$ cat config.mk
export PLATFORM = sky130hd
export DESIGN_NAME = adm_decoder
export DESIGN_NICKNAME = d
export VERILOG_FILES = /design/src/rtl/adm_pkg.sv /design/src/rtl/adm_run_detect.sv /design/src/rtl/adm_step_ctrl.sv /design/src/rtl/adm_integrators.sv /design/src/rtl/adm_decoder.sv
export SDC_FILE = /design/constraint.sdc
export NUM_CORES = 1
export LEC_CHECK = 0
export ABC_AREA = 0
export BUFFER_PORTS_ARGS = -buffer_cell sky130_fd_sc_hd__buf_4
export CAP_MARGIN = 20
export CORE_MARGIN = 5
export CORE_UTILIZATION = 33
export DETAILED_ROUTE_END_ITERATION = 8
export PLACE_DENSITY = 0.47
export SLEW_MARGIN = 25
export SYNTH_ARGS = -nofsm -noshare
export SYNTH_HDL_FRONTEND = slang
export SYNTH_SLANG_ARGS = --single-unit
$ cat constraint.sdc
create_clock -name clk -period 25.4 [get_ports clk]
set_input_delay 0 -clock clk [delete_from_list [all_inputs] [get_ports clk]]
set_output_delay 0 -clock clk [all_outputs]
set_load 0.005 [all_outputs]
$ cat src/rtl/adm_pkg.sv
package adm_pkg;
  localparam int ACC_W   = 16;
  localparam int SHIFT_W = 4;

  typedef logic signed [ACC_W-1:0] acc_t;
  typedef logic [SHIFT_W-1:0]      shamt_t;

  localparam acc_t ACC_MAX = {1'b0, {(ACC_W-1){1'b1}}};
  localparam acc_t ACC_MIN = {1'b1, {(ACC_W-1){1'b0}}};

  // saturating add: overflow shows as disagreement of the two top bits
  function automatic acc_t sat_add(acc_t a, acc_t b);
    logic [ACC_W:0] s;
    s = {a[ACC_W-1], a} + {b[ACC_W-1], b};
    if (s[ACC_W] != s[ACC_W-1]) return s[ACC_W] ? ACC_MIN : ACC_MAX;
    return acc_t'(s[ACC_W-1:0]);
  endfunction

  function automatic acc_t sat_sub(acc_t a, acc_t b);
    logic [ACC_W:0] s;
    s = {a[ACC_W-1], a} - {b[ACC_W-1], b};
    if (s[ACC_W] != s[ACC_W-1]) return s[ACC_W] ? ACC_MIN : ACC_MAX;
    return acc_t'(s[ACC_W-1:0]);
  endfunction

  // leak term; a shift of zero disables the leak
  function automatic acc_t leak(acc_t v, shamt_t k);
    if (k == '0) return '0;
    return v >>> k;
  endfunction

  function automatic acc_t clamp(acc_t v, acc_t lo, acc_t hi);
    if (v < lo) return lo;
    if (v > hi) return hi;
    return v;
  endfunction
endpackage

$ cat src/rtl/adm_run_detect.sv
module adm_run_detect #(
  parameter int MAX_DEPTH = 8,
  parameter int DEPTH_W   = $clog2(MAX_DEPTH + 1)
) (
  input  logic               clk,
  input  logic               rst,
  input  logic               bit_valid,
  input  logic               adm_bit,
  input  logic [DEPTH_W-1:0] cfg_depth,
  output logic               run_hit
);
  localparam logic [DEPTH_W-1:0] DMAX = DEPTH_W'(MAX_DEPTH);

  logic [MAX_DEPTH-1:0] hist_q, hist_nx, agree, need;
  logic [DEPTH_W-1:0]   fill_q, fill_nx, depth_eff;

  assign hist_nx = {hist_q[MAX_DEPTH-2:0], adm_bit};
  assign fill_nx = (fill_q == DMAX) ? DMAX : fill_q + 1'b1;

  always_comb begin
    if (cfg_depth == '0)       depth_eff = DEPTH_W'(1);
    else if (cfg_depth > DMAX) depth_eff = DMAX;
    else                       depth_eff = cfg_depth;
  end

  for (genvar i = 0; i < MAX_DEPTH; i++) begin : g_tap
    assign agree[i] = (hist_nx[i] == adm_bit);
    assign need[i]  = (DEPTH_W'(i) < depth_eff);
  end

  assign run_hit = (fill_nx >= depth_eff) && (&(agree | ~need));

  always_ff @(posedge clk) begin
    if (rst) begin
      hist_q <= '0;
      fill_q <= '0;
    end else if (bit_valid) begin
      hist_q <= hist_nx;
      fill_q <= fill_nx;
    end
  end

  // depth 0 acts as depth 1, so every bit is a run
  p_zero_depth_r8: assert property (@(posedge clk) disable iff (rst)
    (bit_valid && cfg_depth == '0) |-> run_hit);
  // on the first bit after reset only depth one can report a run
  p_fill_gate_r4: assert property (@(posedge clk) disable iff (rst)
    (bit_valid && fill_q == '0 && cfg_depth > DEPTH_W'(1)) |-> !run_hit);
endmodule

$ cat src/rtl/adm_step_ctrl.sv
module adm_step_ctrl
  import adm_pkg::*;
#(
  parameter int STEP_INC = 32
) (
  input  logic   clk,
  input  logic   rst,
  input  logic   bit_valid,
  input  logic   run_hit,
  input  shamt_t cfg_decay_shift,
  input  acc_t   cfg_step_min,
  input  acc_t   cfg_step_max,
  output acc_t   step_nx,
  output acc_t   step_q
);
  localparam acc_t INC = acc_t'(STEP_INC);

  acc_t step_raw;

  assign step_raw = run_hit ? sat_add(step_q, INC)
                            : sat_sub(step_q, leak(step_q, cfg_decay_shift));
  assign step_nx  = clamp(step_raw, cfg_step_min, cfg_step_max);

  always_ff @(posedge clk) begin
    if (rst)            step_q <= '0;
    else if (bit_valid) step_q <= step_nx;
  end

  p_step_range_r3: assert property (@(posedge clk) disable iff (rst)
    (bit_valid && cfg_step_min <= cfg_step_max) |=>
      (step_q >= $past(cfg_step_min) && step_q <= $past(cfg_step_max)));
  p_run_grows_r4: assert property (@(posedge clk) disable iff (rst)
    (bit_valid && run_hit && step_q >= cfg_step_min && step_q <= cfg_step_max) |=>
      (step_q > $past(step_q) || step_q == $past(cfg_step_max)));
  p_decay_r5: assert property (@(posedge clk) disable iff (rst)
    (bit_valid && !run_hit && step_q >= cfg_step_min && step_q <= cfg_step_max
     && step_q >= 0) |=> step_q <= $past(step_q));
endmodule

$ cat src/rtl/adm_integrators.sv
module adm_integrators
  import adm_pkg::*;
(
  input  logic   clk,
  input  logic   rst,
  input  logic   bit_valid,
  input  logic   adm_bit,
  input  acc_t   step_in,
  input  logic   cfg_second_en,
  input  shamt_t cfg_est_shift,
  input  shamt_t cfg_sec_shift,
  output acc_t   est_nx,
  output acc_t   est_q
);
  acc_t sec_q, sec_nx, delta, drive;

  assign delta  = adm_bit ? step_in : acc_t'(-step_in);
  assign sec_nx = cfg_second_en
                  ? sat_add(sat_sub(sec_q, leak(sec_q, cfg_sec_shift)), delta)
                  : '0;
  assign drive  = cfg_second_en ? sec_nx : delta;
  assign est_nx = sat_add(sat_sub(est_q, leak(est_q, cfg_est_shift)), drive);

  always_ff @(posedge clk) begin
    if (rst) begin
      sec_q <= '0;
      est_q <= '0;
    end else if (bit_valid) begin
      sec_q <= sec_nx;
      est_q <= est_nx;
    end
  end

  p_sec_idle_r7: assert property (@(posedge clk) disable iff (rst)
    (bit_valid && !cfg_second_en) |=> sec_q == '0);
  p_rise_r6: assert property (@(posedge clk) disable iff (rst)
    (bit_valid && adm_bit && !cfg_second_en && cfg_est_shift == '0 && step_in >= 0)
      |=> est_q >= $past(est_q));
  p_no_wrap_r9: assert property (@(posedge clk) disable iff (rst)
    (bit_valid && adm_bit && !cfg_second_en && cfg_est_shift == '0
     && step_in >= 0 && est_q == ACC_MAX) |=> est_q == ACC_MAX);
endmodule

$ cat src/rtl/adm_decoder.sv
module adm_decoder
  import adm_pkg::*;
#(
  parameter int MAX_DEPTH = 8,
  parameter int STEP_INC  = 32,
  parameter int DEPTH_W   = $clog2(MAX_DEPTH + 1)
) (
  input  logic                    clk,
  input  logic                    rst,
  input  logic                    bit_valid,
  input  logic                    adm_bit,
  input  logic [DEPTH_W-1:0]      cfg_depth,
  input  logic [SHIFT_W-1:0]      cfg_est_shift,
  input  logic [SHIFT_W-1:0]      cfg_sec_shift,
  input  logic [SHIFT_W-1:0]      cfg_decay_shift,
  input  logic signed [ACC_W-1:0] cfg_step_min,
  input  logic signed [ACC_W-1:0] cfg_step_max,
  input  logic                    cfg_second_en,
  input  logic                    sum_en,
  input  logic signed [ACC_W-1:0] pcm_in,
  output logic signed [ACC_W-1:0] pcm_out,
  output logic                    pcm_valid
);
  logic run_hit;
  acc_t step_nx, step_q, est_nx, est_q, addend;

  adm_run_detect #(.MAX_DEPTH(MAX_DEPTH), .DEPTH_W(DEPTH_W)) u_run (
    .clk(clk), .rst(rst), .bit_valid(bit_valid), .adm_bit(adm_bit),
    .cfg_depth(cfg_depth), .run_hit(run_hit)
  );

  adm_step_ctrl #(.STEP_INC(STEP_INC)) u_step (
    .clk(clk), .rst(rst), .bit_valid(bit_valid), .run_hit(run_hit),
    .cfg_decay_shift(cfg_decay_shift), .cfg_step_min(cfg_step_min),
    .cfg_step_max(cfg_step_max), .step_nx(step_nx), .step_q(step_q)
  );

  adm_integrators u_int (
    .clk(clk), .rst(rst), .bit_valid(bit_valid), .adm_bit(adm_bit),
    .step_in(step_nx), .cfg_second_en(cfg_second_en),
    .cfg_est_shift(cfg_est_shift), .cfg_sec_shift(cfg_sec_shift),
    .est_nx(est_nx), .est_q(est_q)
  );

  assign addend = sum_en ? pcm_in : '0;

  always_ff @(posedge clk) begin
    if (rst) begin
      pcm_out   <= '0;
      pcm_valid <= 1'b0;
    end else begin
      pcm_valid <= bit_valid;
      if (bit_valid) pcm_out <= sat_add(est_nx, addend);
    end
  end

  p_valid_r2: assert property (@(posedge clk) disable iff (rst)
    bit_valid |=> pcm_valid);
  p_hold_r2: assert property (@(posedge clk) disable iff (rst)
    !bit_valid |=> (!pcm_valid && $stable(pcm_out)));
  p_sum_off_r11: assert property (@(posedge clk) disable iff (rst)
    (bit_valid && !sum_en) |=> pcm_out == est_q);
endmodule

==> metrics.yaml <==
clock_tree:
  clock_latency_ns: 0.36
  cts_tree: "done"
  cts_made_buffers: 9
  clkSinkCount: 76
  clockBufferDepth: 2
  ctsResizeCount: 0
  clkTransAtPathRegs_ns: 0.08
  postCtsSetupRepairBufs: 0
  cts_max_level: 3
  cts_root_buf: "clkbuf_16"
  cts_hold_buf: 0
timing:
  tightest_slew_ns: 0.888
  fin_tns_setup_ns: 0
  slew_viol_final: 0
  min_period_ns: 17.51
  setup_viol: 0
  slew_headroom_pct: 40.0
  rsz0062_at_grt: "no"
  period_share_pct: 68.9
  skew_ns: 0.0170
  max_freq_mhz: 57.1
  finalHoldViolCount: 0
synth:
  ys_ff_latch: 76
  syn_inst: 1680
  synth_fa_ha_area_share_pct: 15.4
  synth_mux_area_share_pct: 7.32
  postSynthAreaPerCell_um2: 7.25
  synth.distinct_cells: 99
  ys_async_sr_fraction_pct: 0
  yosys.area_share.simple_pct: 22.1
  synthFlopType: "dfxtp_1"
  ys_seq_area_share_pct: 12.5
  syn_nets: 1892
  synth_edf_count: 0
  syn_area_um2: 12200
  synth_compound_area_share_pct: 30.5
  synthXorXnorAreaFrac_pct: 6.62
  synth_top_family_by_area: "compound AO/OA/AOI/OAI gates"
  yosysWarningCount: 0
worst_setup_path:
  critPathLaunchType: "register"
  cpMostUsedCell: "a21oi_1"
  cp_slowest_cell: "xor2_1"
  max_stage_delay_ns: 0.73
  critPathMaxFanout: 24
  cp-end-kind: "register"
  crit_type: "reg -> reg"
  crit_required_ns: 25.69
  critPathArrivalTime_ns: 17.80
routing:
  via_per_inst: 5.67
  postRouteAntennaNets: 0
  drt_iter0_markers: 770
  drc: 0
  dr_total_vias: 12400
  drt-total-wl_mm: 41.5
  avgRoutedWirePerCell_um: 19.1
  drt_pre_antenna_iters: 5
worst_hold_path:
  worstHoldPathType: "in -> reg"
placement:
  dp_hpwl_mm: 33.8
  gp_congestion: 0.893
  io_buffers: 86
die:
  coreArea_um2: 36500
  io_pins: 87
  dieWidth_um: 202
  die_height_um: 202
  initial_core_util_pct: 33.3
  dieArea_um2: 40800
  rows: 70
grt:
  grt_pass1_vias: 11600
  track_usage_pct: 19.5
  antenna_found_initial: 0
  grt_max_degree: 72
  grt.overflow.total: 0
  grt_pass1_wl_mm: 65.0
cells_and_area:
  mostFrequentLayoutCells: "nor2_1, a21oi_1, ha_1, nand2_1, o21ai_0"
  nNetsFinal: 1919
  area_growth_syn_to_layout_pct: 10.2
  antenna_cells: 0
  final_common_cell: "nor2_1"
  drive_gt1_share_pct: 10.4
run_status:
  status: "finished, final reports clean"
run:
  max_cap_viol_count: 0
## sequential cells by signal, summed over array words and instances, names as in the netlist
| name | cells |
|---|---|
| pcm_out | 16 |
| u_int.sec_q | 16 |
| u_int.est_q | 16 |
| u_run.hist_q | 7 |
| u_run.fill_q | 4 |
| pcm_valid | 1 |
| u_step.step_q | 16 |
## cell usage after synthesis (all sizes together) (9+ instances only)
cell,instances,area (um2)
nor3,49,245
or3,10,62.6
nor2,192,721
a22o,13,114
and3,9,56.3
dfxtp,76,1520
inv,87,327
o211ai,29,228
a211oi,40,305
clkbuf,58,218
or2,10,62.6
ha,136,1700
nand2,127,479
xor2,36,315
a22oi,10,75.1
or4,10,78.8
o21ai,119,603
a21o,38,285
nor2b,23,144
a21oi,145,729
nor4,9,56.3
and2,25,156
nand2b,32,200
o31ai,15,138
o21a,30,226
mux2,24,270
a31oi,21,153
nand3,29,150
xnor2,56,490
o22ai,19,131
nand4,17,106
buf,19,121
mux2i,59,598
## path summary, 6_finish.rpt
kind	from	endpoint	slack, ns	depth (start not counted)
setup / recovery	u_step.step_q[14]	pcm_out[8]	7.89	68
hold / removal	rst	u_step.step_q[5]	0.1	2
setup reg to reg	u_step.step_q[14]	pcm_out[8]	7.89	68
hold reg to reg	pcm_out[10]	pcm_out[10]	0.49	2
## cells by family (layout without fill, tap and decap cells)
kind of cell | after synthesis | in the layout
DFF | 76 | 76
and+or+nand+nor | 560 | 560
xor gates and xnor gates | 92 | 92
adders and majority gates | 147 | 147
muxes | 84 | 84
buffers and inverters | 168 | 200
AOI/OAI and AO/OA | 553 | 553
## per-layer routing
layer  wire length, um  share of wire (%)  global-route usage [%]  up-vias
met3              1880                4.5                    1.97       41
li1                  -                  -                       -     6243
met1             20300                 49                    27.9     5747
met5                 0                  0                       0        -
met2             18600                 45                    31.6      321
met4               694                1.7                    4.30        0
## worst max-delay path: cells and delay by family (launching register included)
kind                     cells  cell delay, ns
AO/OA/AOI/OAI               37            8.27
AND/OR/NAND/NOR             16            3.61
adder cells (fa/ha/maj)      7            2.75
XOR/XNOR                     3            1.01
multiplexers                 2            0.62
buffers and inverters        3            0.58
flip-flops                   1            0.57
## metrics by stage
| stage | cells | hold WS [ns] | util [%] | area (um2) | worst slack [ns] |
|---|---|---|---|---|---|
| 5_1_grt | 2180 | 0.121 | 36.7 | 13400 | 6.23 |
| 6_report | 2180 | 0.0978 | 36.7 | 13400 | 7.89 |
| 3_3_place_gp | 2164 | 0.425 | 35.9 | 13100 | 8.61 |
| 4_1_cts | 2180 | 0.100 | 36.7 | 13400 | 8.06 |
| 2_1_floorplan | 1680 | 0.284 | - | 12200 | 10.74 |
| 3_5_place_dp | 2164 | 0.421 | 35.9 | 13100 | 8.11 |
## layout make-up
cell class / instances / area (um2)
fill: 3881 / 23100
multi-input combinational: 1436 / 9980
sequential: 76 / 1520
timing repair buffer: 93 / 698
tap: 468 / 586
inverter: 91 / 342
clock buffer: 9 / 225
clock inverter: 7 / 57.6
Power is not shown: default switching activity piles up to over one toggle a cycle in this logic, so the estimate is an artifact.
